**src/rtl/nirq_pkg.sv**
```systemverilog
package nirq_pkg;
  // Offsets of the control words, counted from the control base (2*N_SRC)
  localparam int unsigned OFS_ENABLE = 0;
  localparam int unsigned OFS_MODE   = 1;
  localparam int unsigned OFS_PEND   = 2;
  localparam int unsigned OFS_VECRD  = 3;
  localparam int unsigned OFS_EOI    = 4;
  localparam int unsigned OFS_SPUR   = 5;
endpackage

```
**src/rtl/nirq_pending.sv**
```systemverilog
module nirq_pending #(
  parameter int N_SRC = 32
) (
  input  logic             clk,
  input  logic             rst,
  input  logic [N_SRC-1:0] src_in,
  input  logic [N_SRC-1:0] edge_mode,
  input  logic             sw_wr,
  input  logic [N_SRC-1:0] sw_val,
  input  logic [N_SRC-1:0] clr_mask,
  output logic [N_SRC-1:0] pend
);
  logic [N_SRC-1:0] sync_a, sync_b, sync_c, edge_q, rise;

  assign rise = sync_b & ~sync_c;

  always_ff @(posedge clk) begin
    if (rst) begin
      sync_a <= '0;
      sync_b <= '0;
      sync_c <= '0;
      edge_q <= '0;
    end else begin
      sync_a <= src_in;
      sync_b <= sync_a;
      sync_c <= sync_b;
      // a freshly captured edge always survives a clear in the same cycle
      edge_q <= rise | (sw_wr ? sw_val : (edge_q & ~clr_mask));
    end
  end

  assign pend = (edge_mode & edge_q) | (~edge_mode & sync_b);

  // a cleared flag without a new edge is gone next cycle
  a_r4_edge_clear: assert property (@(posedge clk) disable iff (rst)
    !sw_wr |=> ((edge_q & $past(clr_mask & ~rise)) == '0));
  // a captured edge is never lost
  a_r4_edge_set: assert property (@(posedge clk) disable iff (rst)
    1'b1 |=> (($past(rise) & ~edge_q) == '0));
endmodule

```
**src/rtl/nirq_arbiter.sv**
```systemverilog
module nirq_arbiter #(
  parameter int N_SRC  = 32,
  parameter int PRIO_W = 3,
  parameter int ID_W   = 5
) (
  input  logic [N_SRC-1:0]        req,
  input  logic [N_SRC*PRIO_W-1:0] prio_flat,
  output logic                    any,
  output logic [ID_W-1:0]         win_id,
  output logic [PRIO_W-1:0]       win_prio
);
  always_comb begin
    any      = 1'b0;
    win_id   = '0;
    win_prio = '0;
    for (int i = 0; i < N_SRC; i++) begin
      // strict compare keeps the lower index on a tie
      if (req[i] && (!any || prio_flat[i*PRIO_W +: PRIO_W] > win_prio)) begin
        any      = 1'b1;
        win_id   = ID_W'(i);
        win_prio = prio_flat[i*PRIO_W +: PRIO_W];
      end
    end
  end
endmodule

```
**src/rtl/nirq_level_stack.sv**
```systemverilog
module nirq_level_stack #(
  parameter int PRIO_W = 3,
  parameter int ID_W   = 5
) (
  input  logic              clk,
  input  logic              rst,
  input  logic              push,
  input  logic [PRIO_W-1:0] push_lvl,
  input  logic [ID_W-1:0]   push_id,
  input  logic              pop,
  output logic              cur_valid,
  output logic [PRIO_W-1:0] cur_lvl,
  output logic [ID_W-1:0]   cur_id
);
  localparam int DEPTH = 1 << PRIO_W;
  localparam int IDX_W = PRIO_W;
  localparam int ENT_W = PRIO_W + ID_W;

  logic [ENT_W-1:0] mem [DEPTH];
  logic [IDX_W-1:0] sp, rd_idx;
  logic             full, do_push, do_pop;
  logic [IDX_W:0]   depth;

  assign rd_idx  = sp - 1'b1;
  assign full    = cur_valid && (sp == IDX_W'(DEPTH - 1));
  assign do_push = push && !full;
  assign do_pop  = pop && cur_valid;
  assign depth   = {1'b0, sp} + (IDX_W + 1)'(cur_valid);

  always_ff @(posedge clk) begin
    if (do_push && cur_valid) mem[sp] <= {cur_lvl, cur_id};
  end

  always_ff @(posedge clk) begin
    if (rst) begin
      sp        <= '0;
      cur_valid <= 1'b0;
      cur_lvl   <= '0;
      cur_id    <= '0;
    end else if (do_push) begin
      if (cur_valid) sp <= sp + 1'b1;
      cur_valid <= 1'b1;
      cur_lvl   <= push_lvl;
      cur_id    <= push_id;
    end else if (do_pop) begin
      if (sp == '0) begin
        cur_valid <= 1'b0;
      end else begin
        {cur_lvl, cur_id} <= mem[rd_idx];
        sp                <= rd_idx;
      end
    end
  end

  // each push deepens nesting by one
  a_r5_push_depth: assert property (@(posedge clk) disable iff (rst)
    do_push |=> depth == $past(depth) + 1'b1);
  // only a strictly higher level may nest
  a_r6_push_above: assert property (@(posedge clk) disable iff (rst)
    (push && cur_valid) |-> push_lvl > cur_lvl);
  // each effective pop shortens nesting by one
  a_r7_pop_depth: assert property (@(posedge clk) disable iff (rst)
    do_pop |=> depth == $past(depth) - 1'b1);
  // nesting never exceeds one entry per level
  a_r8_no_overflow: assert property (@(posedge clk) disable iff (rst)
    !(push && full));
  // a pop with nothing in service leaves the stack empty
  a_r9_eoi_empty: assert property (@(posedge clk) disable iff (rst)
    (pop && !cur_valid) |=> (!cur_valid && sp == '0));
endmodule

```
**src/rtl/nest_irq_ctrl.sv**
```systemverilog
module nest_irq_ctrl
  import nirq_pkg::*;
#(
  parameter int N_SRC  = 32,
  parameter int PRIO_W = 3,
  parameter int DATA_W = 32,
  parameter int ADDR_W = 8
) (
  input  logic              clk,
  input  logic              rst,
  input  logic [N_SRC-1:0]  src_in,
  input  logic              bus_sel,
  input  logic              bus_wr,
  input  logic [ADDR_W-1:0] bus_addr,
  input  logic [DATA_W-1:0] bus_wdata,
  output logic [DATA_W-1:0] bus_rdata,
  output logic              irq_n
);
  localparam int ID_W     = $clog2(N_SRC);
  localparam int PRI_BASE = N_SRC;
  localparam int CTL_BASE = 2 * N_SRC;
  localparam logic [ADDR_W-1:0] A_PRI = ADDR_W'(PRI_BASE);
  localparam logic [ADDR_W-1:0] A_CTL = ADDR_W'(CTL_BASE);
  localparam logic [ADDR_W-1:0] A_EN  = ADDR_W'(CTL_BASE + OFS_ENABLE);
  localparam logic [ADDR_W-1:0] A_MOD = ADDR_W'(CTL_BASE + OFS_MODE);
  localparam logic [ADDR_W-1:0] A_PND = ADDR_W'(CTL_BASE + OFS_PEND);
  localparam logic [ADDR_W-1:0] A_VRD = ADDR_W'(CTL_BASE + OFS_VECRD);
  localparam logic [ADDR_W-1:0] A_EOI = ADDR_W'(CTL_BASE + OFS_EOI);
  localparam logic [ADDR_W-1:0] A_SPR = ADDR_W'(CTL_BASE + OFS_SPUR);

  logic [DATA_W-1:0] vec_mem [N_SRC];
  logic [PRIO_W-1:0] prio_q  [N_SRC];
  logic [N_SRC*PRIO_W-1:0] prio_flat;
  logic [N_SRC-1:0]  en_q, mode_q, pend, clr_mask;
  logic [DATA_W-1:0] spur_q;

  logic bus_rd, bus_we, in_vec, in_pri;
  logic ivr_rd, eoi_wr, pnd_wr, push, qualify;
  logic any;
  logic [ID_W-1:0]   win_id, cur_id, tbl_idx;
  logic [PRIO_W-1:0] win_prio, cur_lvl;
  logic              cur_valid;

  assign bus_rd  = bus_sel && !bus_wr;
  assign bus_we  = bus_sel && bus_wr;
  assign in_vec  = bus_addr < A_PRI;
  assign in_pri  = (bus_addr >= A_PRI) && (bus_addr < A_CTL);
  assign tbl_idx = bus_addr[ID_W-1:0];
  assign ivr_rd  = bus_rd && (bus_addr == A_VRD);
  assign eoi_wr  = bus_we && (bus_addr == A_EOI);
  assign pnd_wr  = bus_we && (bus_addr == A_PND);

  // vector words: single write port, registered read below
  always_ff @(posedge clk) begin
    if (bus_we && in_vec) vec_mem[tbl_idx] <= bus_wdata;
  end

  always_ff @(posedge clk) begin
    if (rst) begin
      en_q   <= '0;
      mode_q <= '0;
      spur_q <= '0;
      for (int i = 0; i < N_SRC; i++) prio_q[i] <= '0;
    end else if (bus_we) begin
      if (in_pri)             prio_q[tbl_idx] <= bus_wdata[PRIO_W-1:0];
      if (bus_addr == A_EN)   en_q   <= bus_wdata[N_SRC-1:0];
      if (bus_addr == A_MOD)  mode_q <= bus_wdata[N_SRC-1:0];
      if (bus_addr == A_SPR)  spur_q <= bus_wdata;
    end
  end

  for (genvar g = 0; g < N_SRC; g++) begin : g_flat
    assign prio_flat[g*PRIO_W +: PRIO_W] = prio_q[g];
  end

  nirq_pending #(.N_SRC(N_SRC)) pend_i (
    .clk(clk), .rst(rst), .src_in(src_in), .edge_mode(mode_q),
    .sw_wr(pnd_wr), .sw_val(bus_wdata[N_SRC-1:0]), .clr_mask(clr_mask),
    .pend(pend)
  );

  nirq_arbiter #(.N_SRC(N_SRC), .PRIO_W(PRIO_W), .ID_W(ID_W)) arb_i (
    .req(pend & en_q), .prio_flat(prio_flat),
    .any(any), .win_id(win_id), .win_prio(win_prio)
  );

  assign qualify  = any && (!cur_valid || (win_prio > cur_lvl));
  assign push     = ivr_rd && qualify;
  assign clr_mask = push ? (N_SRC'(1) << win_id) : '0;

  nirq_level_stack #(.PRIO_W(PRIO_W), .ID_W(ID_W)) stk_i (
    .clk(clk), .rst(rst), .push(push), .push_lvl(win_prio), .push_id(win_id),
    .pop(eoi_wr), .cur_valid(cur_valid), .cur_lvl(cur_lvl), .cur_id(cur_id)
  );

  always_ff @(posedge clk) begin
    if (rst)         irq_n <= 1'b1;
    else if (ivr_rd) irq_n <= 1'b1;
    else             irq_n <= !qualify;
  end

  always_ff @(posedge clk) begin
    if (rst) begin
      bus_rdata <= '0;
    end else if (bus_rd) begin
      if (in_vec)                 bus_rdata <= vec_mem[tbl_idx];
      else if (in_pri)            bus_rdata <= DATA_W'(prio_q[tbl_idx]);
      else if (bus_addr == A_EN)  bus_rdata <= DATA_W'(en_q);
      else if (bus_addr == A_MOD) bus_rdata <= DATA_W'(mode_q);
      else if (bus_addr == A_PND) bus_rdata <= DATA_W'(pend);
      else if (bus_addr == A_SPR) bus_rdata <= spur_q;
      else if (ivr_rd)            bus_rdata <= qualify ? vec_mem[win_id] : spur_q;
      else                        bus_rdata <= '0;
    end
  end

  // the request line is released right after a vector read
  a_r3_read_releases: assert property (@(posedge clk) disable iff (rst)
    ivr_rd |=> irq_n);
  // after a qualifying read the winner is the interrupt in service
  a_r5_winner_current: assert property (@(posedge clk) disable iff (rst)
    push |=> (cur_valid && cur_id == $past(win_id) && cur_lvl == $past(win_prio)));
endmodule

```
**config.mk**
```make
export PLATFORM = sky130hd
export DESIGN_NAME = nest_irq_ctrl
export DESIGN_NICKNAME = d
export VERILOG_FILES = /design/src/rtl/nirq_pkg.sv /design/src/rtl/nirq_pending.sv /design/src/rtl/nirq_arbiter.sv /design/src/rtl/nirq_level_stack.sv /design/src/rtl/nest_irq_ctrl.sv
export SDC_FILE = /design/constraint.sdc
export NUM_CORES = 2
export LEC_CHECK = 0
export BUFFER_PORTS_ARGS = -buffer_cell sky130_fd_sc_hd__clkbuf_2
export CORE_MARGIN = 2
export CORE_UTILIZATION = 60
export DETAILED_ROUTE_END_ITERATION = 10
export HOLD_SLACK_MARGIN = 0.02
export PLACE_DENSITY_LB_ADDON = 0.2
export SYNTH_ARGS = -nofsm -noshare
export SYNTH_HDL_FRONTEND = slang
export SYNTH_HIERARCHICAL = 1
export SYNTH_SLANG_ARGS = --single-unit
```
**constraint.sdc**
```tcl
create_clock -name clk -period 63.1 [get_ports clk]
set_input_delay 0 -clock clk [delete_from_list [all_inputs] [get_ports clk]]
set_output_delay 0 -clock clk [all_outputs]
set_load 0.02 [all_outputs]
```
==> impl_metrics.env <==
export IMPL_clock_latency_ns=0.80
export IMPL_clock_power_share_pct=43.2
export IMPL_numCtsBuffers=147
export IMPL_timing_critical_path_mode_cell="a21oi_1"
export IMPL_syn_avg_cell_area_um2=13.9
export IMPL_die_h_um=344
export IMPL_start_util_pct=60.5
export IMPL_period_needed_ns=56.94
export IMPL_worst_slew_pin_slew_ns=1.42
export IMPL_min_path_type="primary input to flop"
export IMPL_path_clk_slew_ns=0.06
export IMPL_antenna_found_initial=3
export IMPL_ant_nets=0
export IMPL_peakVddDrop_mv=0.0328
export IMPL_drt_vias_per_instance=7.29
export IMPL_relSlewSlack_pct=5.14
export IMPL_htreeDepth=4
export IMPL_area_delta_synth_final_pct=11.7
export IMPL_grt_pass1_wl_um=336000
export IMPL_drc_errors=0
export IMPL_clk_root_buffer_cell="clkbuf_16"
export IMPL_timing_critical_path_buf_inv=14
export IMPL_fillCellCount=7973
export IMPL_rows=124
export IMPL_yosysWarnings=6
export IMPL_netlist_area_um2=69300
export IMPL_pwr_share_comb_pct=5.6
export IMPL_fmax_mhz=17.6
export IMPL_dp_cells=6382
export IMPL_place_detailed_hpwl_um=144000
export IMPL_vias=49300
export IMPL_setup_ws_ns=6.16
export IMPL_final_nets=5277
export IMPL_routed_wl_um=240000
export IMPL_cp_required_ns=63.79
export IMPL_drv_cap=0
export IMPL_hold_viol_final=0
export IMPL_cts_tree="yes"
export IMPL_critPathSlowestCell="nor4_1"
export IMPL_place_congestion=0.959
export IMPL_fin_area_um2=77400
export IMPL_power_total_uw=1990
export IMPL_core_area_um2=115000
export IMPL_seq_power_share_pct=51.3
export IMPL_wl_per_cell_um=35.5
export IMPL_dr_pass1_iters=6
export IMPL_synth_cells=4988
export IMPL_io_pins=109
export IMPL_cts_resized=0
export IMPL_preCtsSetupSlack_ns=7.52
export IMPL_dieArea_um2=118000
export IMPL_power_switching_uw=444
export IMPL_sw_frac_of_total_pct=22.3
export IMPL_grt_ovfl_total=0
export IMPL_cts_buffer_depth=3
export IMPL_cpLargestDelayFamily="compound AO/OA/AOI/OAI gates"
export IMPL_drive_above_1_share_pct=19.8
export IMPL_crit_path_start_kind="flop"
export IMPL_portBuffers=108
export IMPL_placed_area_um2=71600
export IMPL_tns_ns=0
export IMPL_cts_sinks=1408
export IMPL_fp_dieW_um=344
export IMPL_track_usage_pct=40.4
export IMPL_final_setup_skew_ns=0.0320
export IMPL_finalCritPeriodShare_pct=90.2
export IMPL_timing_final_max_slew_violations=0
export IMPL_grt_max_degree=199
export IMPL_final_cells=6759
export IMPL_p_leak_uw=0.0251
export IMPL_cpPeakStageDelay_ns=1.02
export IMPL_grt_pass1_vias=46900
export IMPL_status="finished, final reports clean"
export IMPL_internal_power_uw=1540
export IMPL_finalSetupViolCount=0
export IMPL_worstSetupEndpointType="flop"
export IMPL_power_density_nw_per_um2=25.7
export IMPL_synth_fp_nets=5141
export IMPL_rsz0062_at_grt="no"
export IMPL_critical_path_class="flop to flop"
export IMPL_worst_path_max_fanout=132
export IMPL_initialDrtViolationCount=8159
export IMPL_cp_arrival_ns=57.63
-- final cells by class --
class / instances / area, µm² / share of cell area [%]
multi-input cells: 3107 / 28100 / 36.3
clock buffers: 201 / 4090 / 5.29
well taps: 1512 / 1890 / 2.45
inverters: 126 / 477 / 0.616
repair buffers: 334 / 2580 / 3.33
clock inverters: 65 / 611 / 0.789
diodes: 6 / 15.0 / 0.0194
flip-flops and latches: 1408 / 39600 / 51.2
-- repair_timing --
item                      in CTS  in global routing
hold endpoints to repair    1026                  0
hold buffers                 105                  0
buffers inserted               0                  0
-- worst min-delay path: cells and delay by family --
| kind | cells | cell delay, ns |
|---|---|---|
| and+or+nand+nor | 1 | 0.14 |
| buffers and inverters | 2 | 0.66 |
-- sequential cells by signal, summed over array words and instances (netlist names) --
signal           cells
vec_mem           1024
prio_q              96
bus_rdata           32
en_q                32
mode_q              32
pend_i/edge_q       32
pend_i/sync_a       32
pend_i/sync_b       32
pend_i/sync_c       32
spur_q              32
stk_i/mem           24
stk_i/cur_lvl        3
stk_i/sp             3
irq_n                1
stk_i/cur_valid      1
-- layout by cell type (no fill, tap or decap), types with 68 or more instances in the layout --
cell type	instances
a21oi_1	253
inv_1	123
clkbuf_16	154
mux2i_1	384
buf_4	117
nor2_1	190
o21ai_0	68
mux4_2	392
dfxtp_1	264
ha_1	77
dlygate4sd3_1	105
nor2b_1	127
edfxtp_1	1144
and3_1	86
clkbuf_2	105
mux2_2	68
nand2_1	375
a22oi_1	214
-- metrics by stage --
| stage | hold slack [ns] | util, % |
|---|---|---|
| after floorplan | 0.0989 | - |
| after global placement | 0.209 | 62.5 |
| after detailed placement | 0.214 | 62.5 |
| after CTS | 0.0220 | 67.6 |
| after global routing | 0.0543 | 67.6 |
| final | 0.0545 | 67.6 |
-- worst paths after layout --
kind | from | end | slack, ns | depth (start not counted)
setup / recovery | mode_q[0]$_SDFFE_PP0P_ | bus_rdata[4]$_SDFFE_PP0P_ | 6.16 | 239
hold / removal | src_in[13] | pend_i/sync_a[13]$_SDFF_PP0_ | 0.05 | 3
setup reg to reg | mode_q[0]$_SDFFE_PP0P_ | bus_rdata[4]$_SDFFE_PP0P_ | 6.16 | 239
hold reg to reg | pend_i/sync_a[17]$_SDFF_PP0_ | pend_i/sync_b[17]$_SDFF_PP0_ | 0.44 | 1
-- power groups by stage --
stage          logic, µW  registers [µW]  clock network (µW)
6_report             111            1020                 858
3_5_place_dp         102            1040                   0
3_3_place_gp         101            1040                   0
2_1_floorplan       61.3            1040                   0
4_1_cts              108            1020                 858
5_1_grt              116            1020                 896
-- layer usage --
metal	GRT usage (%)	wire length, µm	vias up
met1	53.8	85700	24600
met3	13.2	34400	730
met4	18.9	12900	2
met2	60.6	107000	3903
li1	-	-	20000
met5	0	19	-
No activity file was read; power rests on OpenSTA's default activity.
